**config.mk**
```make
export PLATFORM = sky130hd
export DESIGN_NAME = ssm_tri_mod
export DESIGN_NICKNAME = d
export VERILOG_FILES = /design/src/rtl/ssm_pkg.sv /design/src/rtl/ssm_lfsr.sv /design/src/rtl/ssm_dwell.sv /design/src/rtl/ssm_tri_core.sv /design/src/rtl/ssm_tri_mod.sv
export SDC_FILE = /design/constraint.sdc
export NUM_CORES = 1
export LEC_CHECK = 0
export BUFFER_PORTS_ARGS = -buffer_cell sky130_fd_sc_hd__buf_2
export CAP_MARGIN = 20
export CORE_MARGIN = 1
export CORE_UTILIZATION = 55
export DETAILED_ROUTE_END_ITERATION = 6
export GPL_ROUTABILITY_DRIVEN = 0
export GPL_TIMING_DRIVEN = 1
export PLACE_DENSITY = 0.82
export RECOVER_POWER = 100
export SLEW_MARGIN = 25
export SYNTH_ARGS = -nofsm -noshare
export SYNTH_HDL_FRONTEND = slang
export SYNTH_SLANG_ARGS = --single-unit
```
**constraint.sdc**
```tcl
create_clock -name clk -period 8.16 [get_ports clk]
set_clock_uncertainty 0.05 [all_clocks]
set_input_delay 1.224 -clock clk [delete_from_list [all_inputs] [get_ports clk]]
set_output_delay 1.224 -clock clk [all_outputs]
set_load 0.05 [all_outputs]
```
**src/rtl/ssm_pkg.sv**
```systemverilog
package ssm_pkg;

  typedef enum logic [1:0] {
    SSM_OFF  = 2'd0,
    SSM_TRI  = 2'd1,
    SSM_RND  = 2'd2,
    SSM_BOTH = 2'd3
  } ssm_mode_e;

  localparam int RANGE_MAX = 27;

  function automatic int range_units(input logic [1:0] sel);
    case (sel)
      2'd0:    range_units = 13;
      2'd1:    range_units = 27;
      2'd2:    range_units = 10;
      default: range_units = 20;
    endcase
  endfunction

  function automatic logic tri_enabled(input logic [1:0] mode);
    tri_enabled = (mode == SSM_TRI) || (mode == SSM_BOTH);
  endfunction

endpackage

```
**src/rtl/ssm_lfsr.sv**
```systemverilog
module ssm_lfsr #(
  parameter int W = 4
) (
  input  logic         clk,
  input  logic         rst,
  input  logic         adv,
  output logic [W-1:0] q
);
  logic fb;

  generate
    if (W == 4) begin : g_w4
      assign fb = q[3] ^ q[2];
    end else if (W == 5) begin : g_w5
      assign fb = q[4] ^ q[2];
    end else begin : g_wn
      assign fb = q[W-1] ^ q[W-2];
    end
  endgenerate

  always_ff @(posedge clk) begin
    if (rst) q <= W'(1);
    else if (adv) q <= {q[W-2:0], fb};
  end
endmodule

```
**src/rtl/ssm_dwell.sv**
```systemverilog
module ssm_dwell #(
  parameter int DW = 4
) (
  input  logic          clk,
  input  logic          rst,
  input  logic          clr,
  input  logic          tick,
  input  logic          arrive,
  input  logic [DW-1:0] lo,
  input  logic [DW-1:0] hi,
  input  logic [DW-1:0] rnd,
  output logic          rnd_adv,
  output logic          holding
);
  localparam int PW = 2 * DW + 1;

  logic [DW-1:0] cnt_q;
  logic          active;
  logic [DW:0]   span;
  logic [PW-1:0] prod;
  logic [DW-1:0] len;
  logic          load;

  always_comb begin
    active  = (lo != '0) && (hi > lo);
    span    = {1'b0, hi} - {1'b0, lo} + (DW+1)'(1);
    prod    = PW'(rnd) * PW'(span);
    len     = lo + prod[2*DW-1:DW];
    load    = tick && (cnt_q == '0) && arrive && active;
    rnd_adv = load;
  end

  always_ff @(posedge clk) begin
    if (rst || clr) cnt_q <= '0;
    else if (tick) begin
      if (cnt_q != '0) cnt_q <= cnt_q - DW'(1);
      else if (load)   cnt_q <= len;
    end
  end

  assign holding = (cnt_q != '0);
endmodule

```
**src/rtl/ssm_tri_core.sv**
```systemverilog
module ssm_tri_core #(
  parameter int OW = 8
) (
  input  logic                 clk,
  input  logic                 rst,
  input  logic                 clr,
  input  logic                 step,
  input  logic signed [OW-1:0] lim,
  output logic signed [OW-1:0] ofs,
  output logic                 arrive
);
  localparam logic signed [OW-1:0] ONE = OW'(1);

  logic signed [OW-1:0] ofs_q, nxt, neg_lim;
  logic                 up_q, go_up, up_nxt;

  always_comb begin
    neg_lim = -lim;
    go_up   = up_q ? (ofs_q < lim) : (ofs_q <= neg_lim);
    nxt     = go_up ? (ofs_q + ONE) : (ofs_q - ONE);
    arrive  = go_up ? (nxt == lim) : (nxt == neg_lim);
    up_nxt  = go_up ? !(nxt >= lim) : (nxt <= neg_lim);
  end

  always_ff @(posedge clk) begin
    if (rst || clr) begin
      ofs_q <= '0;
      up_q  <= 1'b1;
    end else if (step) begin
      ofs_q <= nxt;
      up_q  <= up_nxt;
    end
  end

  assign ofs = ofs_q;
endmodule

```
**src/rtl/ssm_tri_mod.sv**
```systemverilog
module ssm_tri_mod #(
  parameter int OFS_W   = 8,
  parameter int DWELL_W = 4
) (
  input  logic                    clk,
  input  logic                    rst,
  input  logic                    fss_tick,
  input  logic [1:0]              ss_mode,
  input  logic [1:0]              tri_range_sel,
  input  logic [DWELL_W-1:0]      dwell_lo,
  input  logic [DWELL_W-1:0]      dwell_hi,
  output logic signed [OFS_W-1:0] freq_offset,
  output logic                    dwell_hold
);
  logic                    en, clr, step, arrive, rnd_adv, holding;
  logic signed [OFS_W-1:0] lim;
  logic [DWELL_W-1:0]      rnd;

  assign en   = ssm_pkg::tri_enabled(ss_mode);
  assign clr  = !en;
  assign lim  = OFS_W'(ssm_pkg::range_units(tri_range_sel));
  assign step = en && fss_tick && !holding;

  ssm_tri_core #(.OW(OFS_W)) u_core (
    .clk(clk), .rst(rst), .clr(clr), .step(step), .lim(lim),
    .ofs(freq_offset), .arrive(arrive)
  );

  ssm_dwell #(.DW(DWELL_W)) u_dwell (
    .clk(clk), .rst(rst), .clr(clr), .tick(en && fss_tick),
    .arrive(arrive), .lo(dwell_lo), .hi(dwell_hi), .rnd(rnd),
    .rnd_adv(rnd_adv), .holding(holding)
  );

  ssm_lfsr #(.W(DWELL_W)) u_lfsr (
    .clk(clk), .rst(rst), .adv(rnd_adv), .q(rnd)
  );

  assign dwell_hold = holding;
endmodule

```
==> qor.log, run 1 <==
qor: status.outcome complete, no violations
qor: synth.syn_inst 299
qor: grt.first_global_vias 2,109
qor: synth.synthesis.area 2500 µm²
qor: floorplan.chipWidth 69.4 µm
qor: routing.drc_errors 0
qor: grt.grt_most_used_layer met2
qor: place.place.detailed.hpwl 4420 µm
qor: cts.postCtsSetupBuffers 0
qor: timing.min_period 6.91 ns
qor: timing.slew_violations 0
qor: cts.resized_cells_post_cts 0
qor: cts.cts_hold_repair.buffers 0
qor: timing.max_freq 145 MHz
qor: grt.grt_start_max_net_pins 14
qor: setup_path.critPathCaptureType register
qor: setup_path.worst_ep_required_time 8.29 ns
qor: pwr.leakage 1.32 nW
qor: synth.yosysTopAreaCellShare 26.1%
qor: synth.dominantRegCellSynth sky130_fd_sc_hd__dfxtp_1
qor: grt.grt_first_pass_wirelength 9230 µm
qor: layout.layout.cells.most_common_list sky130_fd_sc_hd__ha_1, sky130_fd_sc_hd__inv_1, sky130_fd_sc_hd__nand2_1
qor: routing.vias_per_cell 5.85
qor: routing.route.vias.total 2,195
qor: timing.fin_ws 1.25 ns
qor: floorplan.initial_core_util 57.4%
qor: floorplan.std_cell_rows 24
qor: synth.ys_seq_area_share 13.6%
qor: cts.cts-buffers-inserted 3
qor: cts.clockBufferDepth 2
qor: layout.layout.cells.most_common sky130_fd_sc_hd__ha_1
qor: cts.deepest_level_of_the_cts_h_tree 1
qor: place.numPortBuffers 22
qor: floorplan.die-area 4810 µm²
qor: cts.cts.root.buffer_cell sky130_fd_sc_hd__clkbuf_8
qor: worst_hold_path.worst_hold_path.num_cells 2
qor: floorplan.die-height 69.4 µm
qor: setup_path.reg2reg_depth 19
qor: timing.grt_setup_unrepaired no
qor: routing.final_ant_viol_nets 0
qor: synth.synth_warnings 0
qor: cts.insertion_delay 0.25 ns
qor: timing.hold_viol_final 0
qor: timing.timing.setup.tns 0 ns
qor: layout.final_layout_size_suffix_gt1_share 6.19%
qor: layout.finalNetCount 400
qor: pwr.cellPowerDensity 88.6 nW/µm²
qor: setup_path.cp_data_arrival_time 7.04 ns
qor: setup_path.critPathKind in2reg
qor: layout.layout.cells.non_filler 375
qor: cts.clkSlewWorstSetupHoldPaths 0.06 ns
qor: job.cap_violations 0
qor: grt.gr-usage-met3 1.74%
qor: grt.use_met2 38.3%
qor: setup_path.path_max_fanout 9
qor: synth.synthesized_flop_and_latch_total 17
qor: grt.antenna_violations_before_repair 0
qor: timing.post-route-period-util 84.7%
qor: synth.post_synth_edffs 0
qor: floorplan.floorplan.io_pins 24
qor: grt.gr-usage-met1 32.5%
qor: synth.synth_cell_type_count 52
qor: grt.track_usage 23.1%
qor: timing.hold_slack 0.465 ns
qor: grt.grt-ovfl-total 0
qor: synth.syn-mean-instance-area 8.35 µm²
qor: routing.detail_route.wl_per_cell 13.9 µm
qor: cts.number_of_sinks_handled_by_clock_tree_synthesis 17
qor: routing.drtIter0Drc 93
qor: routing.detail_route.wirelength 5220 µm
qor: routing.detailed_routing_iterations_pass_1 4
qor: floorplan.fp.coreArea 4350 µm²
qor: layout.num_antenna_cells 0
qor: layout.fill_cells 390
qor: synth.synthArstFlopShare 0%
qor: setup_path.cp-start-kind primary input
qor: place.place_ws 1.19 ns
qor: timing.setup-violations-final 0
qor: cts.cts_tree yes
qor: worst_hold_path.worst_hold_path_type reg2reg
qor: place.placed_cells 371
qor: layout.areaGrowthSynthToFinish 7.77%
qor: timing.relSlewSlack 52.9%
qor: layout.fin_util 61.8%
qor: timing.worstMarginPinSlew 0.704 ns
qor: synth.synthDominantAreaCellType sky130_fd_sc_hd__ha_1
qor: pwr.ir_worst_vdd 0.0618 mV
qor: synth.yosys-top-cells-area sky130_fd_sc_hd__ha_1, sky130_fd_sc_hd__dfxtp_1, sky130_fd_sc_hd__fa_1
## through the flow
| step | instance area, µm² | power, W |
|---|---|---|
| after detailed placement | 2670 | 0.000176 |
| final | 2690 | 0.000239 |
| after floorplan | 2500 | 0.000154 |
| after global routing | 2690 | 0.000256 |
| after CTS | 2710 | 0.000240 |
| after global placement | 2670 | 0.000173 |
## registers in the layout, indices dropped and copies added, names as in the netlist
register       cells
u_dwell.cnt_q      4
u_core.up_q        1
u_lfsr.q           4
u_core.ofs         8
## final timing paths
check,start,end,slack [ns]
setup / recovery,tri_range_sel[0],u_dwell.cnt_q[2],1.25
hold / removal,u_dwell.cnt_q[1],u_dwell.cnt_q[1],0.46
setup reg to reg,u_core.ofs[0],u_dwell.cnt_q[2],2.55
hold reg to reg,u_dwell.cnt_q[1],u_dwell.cnt_q[1],0.46
## cell type report
cell class | count | area, µm² | share of cell area [%]
Multi-Input combinational cell | 242 | 2000 | 74.4
Sequential cell | 17 | 340 | 12.6
Inverter | 38 | 143 | 5.30
Timing Repair Buffer | 22 | 96.3 | 3.58
Tap cell | 52 | 65.1 | 2.42
Clock buffer | 4 | 45.0 | 1.67
## critical path, stage by stage
cell and delay (ns):
sky130_fd_sc_hd__clkbuf_1 0.22, sky130_fd_sc_hd__inv_1 0.10, sky130_fd_sc_hd__ha_1 0.25, sky130_fd_sc_hd__or2_2 0.32, sky130_fd_sc_hd__ha_1 0.20, sky130_fd_sc_hd__nand3b_1 0.16, sky130_fd_sc_hd__a2111oi_0 0.50, sky130_fd_sc_hd__or4b_1 0.29
sky130_fd_sc_hd__nand3_1 0.36, sky130_fd_sc_hd__ha_1 0.53, sky130_fd_sc_hd__nand3_1 0.13, sky130_fd_sc_hd__o2111ai_1 0.21, sky130_fd_sc_hd__o211ai_1 0.20, sky130_fd_sc_hd__xnor2_1 0.31, sky130_fd_sc_hd__ha_1 0.25, sky130_fd_sc_hd__nor4b_1 0.24
sky130_fd_sc_hd__and3_1 0.19, sky130_fd_sc_hd__nand3_1 0.10, sky130_fd_sc_hd__a31oi_1 0.33, sky130_fd_sc_hd__o21ai_2 0.23, sky130_fd_sc_hd__or4_1 0.54, sky130_fd_sc_hd__a21oi_1 0.15
## Yosys cell counts, types with 2 or more instances
| master | count |
|---|---|
| sky130_fd_sc_hd__mux2i_1 | 4 |
| sky130_fd_sc_hd__o2111ai_1 | 4 |
| sky130_fd_sc_hd__and4b_1 | 2 |
| sky130_fd_sc_hd__nor2b_1 | 4 |
| sky130_fd_sc_hd__fa_1 | 9 |
| sky130_fd_sc_hd__nand2b_1 | 7 |
| sky130_fd_sc_hd__nand3_1 | 9 |
| sky130_fd_sc_hd__a211oi_2 | 2 |
| sky130_fd_sc_hd__a211oi_1 | 5 |
| sky130_fd_sc_hd__o21ai_0 | 5 |
| sky130_fd_sc_hd__dfxtp_1 | 17 |
| sky130_fd_sc_hd__nor3_1 | 3 |
| sky130_fd_sc_hd__o21bai_1 | 3 |
| sky130_fd_sc_hd__nand2_1 | 27 |
| sky130_fd_sc_hd__nor3b_1 | 2 |
| sky130_fd_sc_hd__xnor2_1 | 17 |
| sky130_fd_sc_hd__a21oi_1 | 25 |
| sky130_fd_sc_hd__xor2_1 | 4 |
| sky130_fd_sc_hd__inv_1 | 38 |
| sky130_fd_sc_hd__clkbuf_1 | 3 |
| sky130_fd_sc_hd__nor2_1 | 9 |
| sky130_fd_sc_hd__o211ai_1 | 4 |
| sky130_fd_sc_hd__and3_1 | 3 |
| sky130_fd_sc_hd__a2111oi_0 | 2 |
| sky130_fd_sc_hd__ha_1 | 52 |
| sky130_fd_sc_hd__a21o_1 | 5 |
| sky130_fd_sc_hd__or4_1 | 4 |
| sky130_fd_sc_hd__and2_1 | 6 |
## report_power, final
part           internal (W)  switching (W)   total, W
Combinational     0.0000377      0.0000512  0.0000890
Sequential        0.0000839     0.00000145  0.0000853
Clock             0.0000347      0.0000295  0.0000642
## routing by layer
layer	vias up	routed length [µm]
li1	1115	-
met1	1028	2620
met2	48	2350
met3	4	197
met4	0	47
met5	-	0
## cells by family after synthesis
logic type	after synthesis	share of synthesized area [%]
other	1	0.150
buffers and inverters	41	6.16
adders and majority gates	61	33.3
DFF	17	13.6
muxes	4	1.60
and+or+nand+nor	87	19.7
AOI/OAI and AO/OA	67	18.1
xor gates and xnor gates	21	7.36
Power figures use the tool's default switching activity.
==> inputs of run 2 (changes only) <==
- ABC_AREA: unset -> 1
- clock period: 8.16 -> 7.25 ns (I/O delays scaled with it)
==> run 2 against run 1 <==
The run now ends with design-rule violations left; critical path depth increased by 7; sequential power increased by 17%; non-clock buffer count unchanged; cell area increased by 2.6%; core utilization increased by 0.35 points; die area increased by 4.1%; power increased by 40%; combinational power increased by 84%; synthesized cell count increased by 23%; critical endpoint is now u_dwell.cnt_q[3]; largest power group unchanged.
==> qor.log, run 2 <==
qor: status.outcome finished, violations left
qor: status.violated_checks design-rule violations
qor: synth.synth_xor_xnor_area_share 6.30%
qor: synth.synth_compound_gate_area_share 13.4%
qor: timing.grt_setup_unrepaired no
qor: synth.dominant_combinational_cell_family_by_area_after_synthesis adder cells
qor: cts.cts_tree yes
qor: floorplan.std_cell_rows 24
qor: synth.yosys-top-cells-area sky130_fd_sc_hd__ha_1, sky130_fd_sc_hd__dfxtp_1, sky130_fd_sc_hd__inv_1
qor: setup_path.critPathKind in2reg
qor: floorplan.fp.coreArea 4440 µm²
qor: timing.hold_slack 0.465 ns
qor: cts.postCtsSetupBuffers 0
qor: grt.antenna_violations_before_repair 0
qor: cts.resized_cells_post_cts 0
qor: grt.track_usage 23.4%
qor: place.numPortBuffers 22
qor: synth.synthMuxAreaShare 0%
qor: synth.yosysTopAreaCellShare 25.0%
qor: grt.grt-ovfl-total 0
qor: floorplan.initial_core_util 58.6%
qor: routing.drc_errors 4
qor: cts.cts.root.buffer_cell sky130_fd_sc_hd__clkbuf_8
qor: setup_path.cp_num_cells 29
qor: floorplan.chipWidth 70.8 µm
qor: synth.synth_most_common_cell sky130_fd_sc_hd__inv_1
qor: pwr.ir_worst_vdd 0.0862 mV
qor: place.place_ws 1.00 ns
qor: worst_hold_path.worst_hold_path.num_cells 2
qor: routing.detail_route.wirelength 5370 µm
qor: synth.syn-mean-instance-area 7.08 µm²
qor: layout.final_layout_size_suffix_gt1_share 8.12%
qor: worst_hold_path.timing.hold.worst.start u_core.up_q
qor: cts.cts_hold_repair.buffers 0
qor: synth.ys_seq_area_share 13.1%
qor: layout.finalNetCount 471
qor: setup_path.r2r_slack 2.48 ns
qor: timing.timing.setup.tns 0 ns
qor: routing.detailed_routing_iterations_pass_1 6
qor: setup_path.critical_path.reg2reg.endpoint u_dwell.cnt_q[0]
qor: layout.areaGrowthSynthToFinish 6.10%
qor: setup_path.worst_path_most_repeated_cell sky130_fd_sc_hd__inv_1
qor: synth.yosys.area_share.adder 31.9%
qor: cts.deepest_level_of_the_cts_h_tree 1
qor: floorplan.floorplan.io_pins 24
qor: place.place.detailed.hpwl 4570 µm
qor: job.cap_violations 0
qor: floorplan.die-height 70.8 µm
qor: setup_path.timing.critical_path.max_delay_family adder cells
qor: routing.drtIter0Drc 110
qor: routing.detail_route.wl_per_cell 12.0 µm
qor: synth.synth_cell_type_count 34
qor: synth.synth_common_cells sky130_fd_sc_hd__inv_1, sky130_fd_sc_hd__nand2_1, sky130_fd_sc_hd__ha_1
qor: routing.vias_per_cell 5.29
qor: synth.simple_gate_fraction_of_synth_area 23.6%
qor: timing.relSlewSlack 55.1%
qor: synth.synthesis.area 2600 µm²
qor: routing.route.vias.total 2,358
qor: layout.finalInstanceArea 2760 µm²
qor: routing.final_ant_viol_nets 0
qor: cts.clockBufferDepth 2
qor: floorplan.die-area 5010 µm²
qor: cts.cts-buffers-inserted 3
qor: timing.setup-violations-final 0
qor: pwr.cellPowerDensity 121 nW/µm²
qor: layout.layout.cells.most_common_list sky130_fd_sc_hd__inv_1, sky130_fd_sc_hd__nand2_1, sky130_fd_sc_hd__ha_1
qor: layout.num_antenna_cells 0
qor: pwr.leakage 1.60 nW
qor: cts.number_of_sinks_handled_by_clock_tree_synthesis 17
qor: setup_path.cp_data_arrival_time 6.22 ns
qor: worst_hold_path.worstHoldEndpoint u_core.up_q
qor: layout.largest_reg_flops 8
qor: timing.max_freq 163 MHz
qor: setup_path.critPathCaptureType register
qor: timing.fin_ws 1.11 ns
qor: grt.grt_start_max_net_pins 13
qor: grt.grt_first_pass_wirelength 9670 µm
qor: timing.hold_viol_final 0
qor: worst_hold_path.worst_hold_path_type reg2reg
qor: setup_path.worst-path-buf-inv 7
qor: synth.synthesized_flop_and_latch_total 17
qor: timing.worstMarginPinSlew 0.671 ns
qor: timing.post-route-period-util 84.7%
qor: grt.first_global_vias 2,315
qor: timing.min_period 6.14 ns
qor: setup_path.slowest_stage sky130_fd_sc_hd__fa_1
qor: layout.layout.cells.most_common sky130_fd_sc_hd__inv_1
qor: layout.fill_cells 438
qor: setup_path.reg2reg_depth 32
qor: synth.synth_warnings 0
qor: place.postPlaceCellArea 2780 µm²
qor: setup_path.r2r-start u_core.ofs[3]
qor: synth.syn_inst 368
qor: cts.clkSlewWorstSetupHoldPaths 0.06 ns
qor: cts.insertion_delay 0.25 ns
qor: synth.synthDominantAreaCellType sky130_fd_sc_hd__ha_1
qor: synth.dominantRegCellSynth sky130_fd_sc_hd__dfxtp_1
qor: setup_path.cp-start-kind primary input
qor: timing.slew_violations 0
qor: setup_path.worst_ep_required_time 7.33 ns
qor: setup_path.cp_slowest_stage_delay 0.43 ns
qor: setup_path.path_max_fanout 4
qor: synth.post_synth_edffs 0
qor: synth.synthArstFlopShare 0%
## run 2: worst max path at each step
| stage | endpoint | slack, ns | start |
|---|---|---|---|
| 5_1_grt | u_dwell.cnt_q[3] | 0.64 | dwell_lo[1] |
| 6_report | u_dwell.cnt_q[3] | 1.11 | dwell_lo[1] |
| 2_1_floorplan | u_dwell.cnt_q[3] | 1.58 | dwell_lo[1] |
| 3_3_place_gp | u_dwell.cnt_q[3] | 1.14 | dwell_lo[1] |
| 4_1_cts | u_dwell.cnt_q[3] | 1.26 | dwell_lo[1] |
| 3_5_place_dp | u_dwell.cnt_q[3] | 1.00 | dwell_lo[1] |
## run 2: area by class of cell
class	instances	area, µm²	area share (%)
multi-input combinational	272	1920	69.5
sequential	17	340	12.3
inverter	79	297	10.7
timing repair buffer	22	96.3	3.49
tap	52	65.1	2.36
clock buffer	4	45.0	1.63
## run 2: per-layer routing
layer	vias up	part of all wire, %	global-route usage (%)
met2	46	50	42.5
met3	8	2.7	1.42
met4	0	1.3	6.00
met1	1084	46	30.1
li1	1220	-	-
met5	-	0	0
## run 2: worst min-delay path, delay by kind of cell (launching register included)
family | cells | cell delay, ns
DFF | 1 | 0.36
and+or+nand+nor | 1 | 0.05
AOI/OAI and AO/OA | 1 | 0.08
## run 2: cells by family after synthesis
kind of cell               count (synthesis)
buffers and inverters                     80
adders and majority gates                 61
DFF                                       17
other                                      1
xor gates and xnor gates                  17
AOI/OAI and AO/OA                         62
and+or+nand+nor                          130
## run 2: through the flow
step | total power [W] | std cells | util [%]
floorplan | 0.000233 | 369 | -
global placement | 0.000263 | 442 | 62.5
detailed placement | 0.000270 | 442 | 62.5
CTS | 0.000340 | 446 | 63.5
global route | 0.000366 | 446 | 62.2
finish | 0.000334 | 446 | 62.2
## run 2: where the power goes
group	total (W)	leakage [nW]	internal, W	switching [W]
Clock	0.0000703	0.0228	0.0000390	0.0000314
Sequential	0.000100	0.138	0.0000960	0.00000423
Combinational	0.000164	1.44	0.0000619	0.000102
Total	0.000334	1.60	0.000197	0.000137
==> inputs of run 3 (changes only) <==
- ABC_AREA: 1 -> 0
- PLACE_DENSITY: 0.82 -> 0.85
- clock period: 7.25 -> 5 ns (I/O delays scaled with it)
==> run 3 against run 2 <==
The flow finishes with violations (negative setup slack); critical path depth is 5 lower; worst setup slack worse by 1.5 ns; wire length is 88% higher; sequential power is 39% higher; die area is 4.0% lower; register-to-register slack worse by 2.5 ns; clock-buffer cell count is 1 lower; via count is 25% higher; combinational power is 65% higher; sequential cell count stayed put; power is 56% higher; sequential share of layout area is 3.2 points lower; largest power group unchanged.
==> qor.log, run 3 (synthesis gave the netlist of run 1 again) <==
qor: status.outcome finished, violations left
qor: status.violated_checks negative setup slack
qor: layout.fill_cells 200
qor: layout.largest_reg_flops 8
qor: cts.insertion_delay 0.26 ns
qor: timing.timing.setup.tns -2.36 ns
qor: routing.final_ant_viol_nets 0
qor: routing.route.vias.total 2,956
qor: worst_hold_path.worst_hold_path.num_cells 2
qor: pwr.cellPowerDensity 140 nW/µm²
qor: setup_path.critPathKind in2reg
qor: timing.min_period 5.43 ns
qor: layout.areaGrowthSynthToFinish 49.5%
qor: layout.layout.cells.most_common sky130_fd_sc_hd__buf_4
qor: cts.deepest_level_of_the_cts_h_tree 1
qor: worst_hold_path.worst_hold_path_type reg2reg
qor: floorplan.chipWidth 69.4 µm
qor: pwr.leakage 1.73 nW
qor: floorplan.std_cell_rows 24
qor: layout.final_layout_size_suffix_gt1_share 37.6%
qor: routing.detail_route.wirelength 10,100 µm
qor: setup_path.critical_path.cell_chain buf_8 > ha_4 > inv_4 > ha_4 > inv_2 > fa_1 > nand2b_4 > fa_1 > fa_1 > inv_1 > ha_1 > and4_1 > a21oi_2 > inv_2 > a21oi_4 > nor2b_1 > nor2_1 > xnor2_1 > ha_1 > buf_4 > buf_6 > xnor2_1 > or4_1 > a21oi_1
qor: cts.number_of_sinks_handled_by_clock_tree_synthesis 17
qor: timing.relSlewSlack 46.8%
qor: pwr.ir_worst_vdd 0.157 mV
qor: setup_path.critPathCaptureType register
qor: setup_path.timing.critical_path.max_delay_family adder cells
qor: timing.grt_setup_unrepaired yes
qor: setup_path.worst_path_most_repeated_cell sky130_fd_sc_hd__fa_1
qor: layout.num_antenna_cells 0
qor: routing.detailed_routing_iterations_pass_1 5
qor: setup_path.path_max_fanout 3
qor: floorplan.die-area 4810 µm²
qor: routing.vias_per_cell 6.60
qor: layout.finalNetCount 473
qor: timing.max_freq 184 MHz
qor: setup_path.worst_setup_path_start dwell_hi[1]
qor: timing.slew_violations 0
qor: setup_path.cp_data_arrival_time 5.56 ns
qor: timing.setup-violations-final 9
qor: routing.drtIter0Drc 271
qor: routing.drc_errors 0
qor: cts.cts-buffers-inserted 3
qor: floorplan.floorplan.io_pins 24
qor: grt.grt-ovfl-total 0
qor: cts.clockBufferDepth 2
qor: setup_path.slowest_stage sky130_fd_sc_hd__fa_1
qor: cts.cts_tree yes
qor: setup_path.worst-path-buf-inv 7
qor: timing.worstMarginPinSlew 0.794 ns
qor: grt.first_global_vias 3,044
qor: timing.fin_ws -0.430 ns
qor: cts.clkSlewWorstSetupHoldPaths 0.08 ns
qor: grt.track_usage 37.3%
qor: setup_path.cp-start-kind primary input
qor: setup_path.cp_num_cells 24
qor: grt.grt_first_pass_wirelength 14,300 µm
qor: worst_hold_path.timing.hold.worst.start u_dwell.cnt_q[1]
qor: timing.hold_viol_final 0
qor: timing.post-route-period-util 109%
qor: grt.antenna_violations_before_repair 0
qor: setup_path.reg2reg_depth 19
qor: place.place.detailed.hpwl 5680 µm
qor: timing.hold_slack 0.484 ns
qor: job.cap_violations 0
qor: floorplan.die-height 69.4 µm
qor: cts.cts_hold_repair.buffers 0
qor: routing.detail_route.wl_per_cell 22.6 µm
qor: layout.layout.cells.most_common_list sky130_fd_sc_hd__buf_4, sky130_fd_sc_hd__ha_1, sky130_fd_sc_hd__inv_1
qor: setup_path.worst_ep_required_time 5.13 ns
qor: setup_path.r2r-start u_core.ofs[2]
qor: floorplan.fp.coreArea 4350 µm²
qor: place.numPortBuffers 22
qor: floorplan.initial_core_util 57.4%
qor: grt.grt_start_max_net_pins 14
qor: setup_path.cp_slowest_stage_delay 0.52 ns
qor: cts.cts.root.buffer_cell sky130_fd_sc_hd__clkbuf_8
[run 3: final cells by class]
| class | count | area [µm²] | share of cell area (%) |
|---|---|---|---|
| clock inverter | 1 | 5.00 | 0.134 |
| multi-input combinational | 242 | 2420 | 64.8 |
| tap | 52 | 65.1 | 1.74 |
| clock buffer | 3 | 41.3 | 1.11 |
| timing repair buffer | 95 | 707 | 18.9 |
| sequential | 17 | 340 | 9.12 |
| inverter | 38 | 155 | 4.16 |
[run 3: worst paths after layout]
kind                      endpoint  slack (ns)
hold / removal    u_dwell.cnt_q[1]        0.48
setup reg to reg  u_dwell.cnt_q[2]       -0.03
setup / recovery  u_dwell.cnt_q[2]       -0.43
hold reg to reg   u_dwell.cnt_q[1]        0.48
[run 3: power breakdown]
part / internal (W) / switching [W]
sequential: 0.000137 / 0.00000256
combinational: 0.000132 / 0.000140
clock: 0.0000556 / 0.0000549
[run 3: per-stage QoR]
step	total power [W]	cell area, µm²	instances	utilization [%]	setup WS (ns)
global placement	0.000336	3220	425	74.1	-0.480
floorplan	0.000262	2660	300	-	-0.251
global route	0.000537	3730	448	85.7	-0.639
CTS	0.000470	3520	443	80.7	-0.365
finish	0.000521	3730	448	85.7	-0.430
detailed placement	0.000350	3220	425	74.1	-0.713
[run 3: worst reg2reg max path: stages, from the launching register on]
cell,delay [ns]
sky130_fd_sc_hd__dfxtp_1,0.57
sky130_fd_sc_hd__ha_4,0.28
sky130_fd_sc_hd__a21oi_2,0.19
sky130_fd_sc_hd__a2111oi_4,0.10
sky130_fd_sc_hd__or4b_4,0.57
sky130_fd_sc_hd__nand3_4,0.17
sky130_fd_sc_hd__ha_1,0.28
sky130_fd_sc_hd__a21oi_1,0.23
sky130_fd_sc_hd__buf_6,0.16
sky130_fd_sc_hd__o2111ai_4,0.13
sky130_fd_sc_hd__o211ai_1,0.21
sky130_fd_sc_hd__xnor2_1,0.24
sky130_fd_sc_hd__ha_1,0.22
sky130_fd_sc_hd__nor4b_2,0.19
sky130_fd_sc_hd__and3_1,0.21
sky130_fd_sc_hd__nand3_2,0.13
sky130_fd_sc_hd__a31oi_4,0.27
sky130_fd_sc_hd__o21ai_4,0.14
sky130_fd_sc_hd__or4_1,0.44
sky130_fd_sc_hd__a21oi_1,0.18
[run 3: metal layers]
| layer | vias up | track usage [%] | share of wire, % |
|---|---|---|---|
| li1 | 1259 | - | - |
| met1 | 1412 | 43.0 | 38 |
| met2 | 207 | 63.1 | 48 |
| met3 | 78 | 6.40 | 7.4 |
| met4 | 0 | 24.5 | 7.3 |
| met5 | - | 0 | 0 |
[run 3: what timing repair did]
item	CTS	global route
buffers inserted	14	8
gates resized for setup	22	41
pin swaps	29	11
setup endpoints to repair	8	9
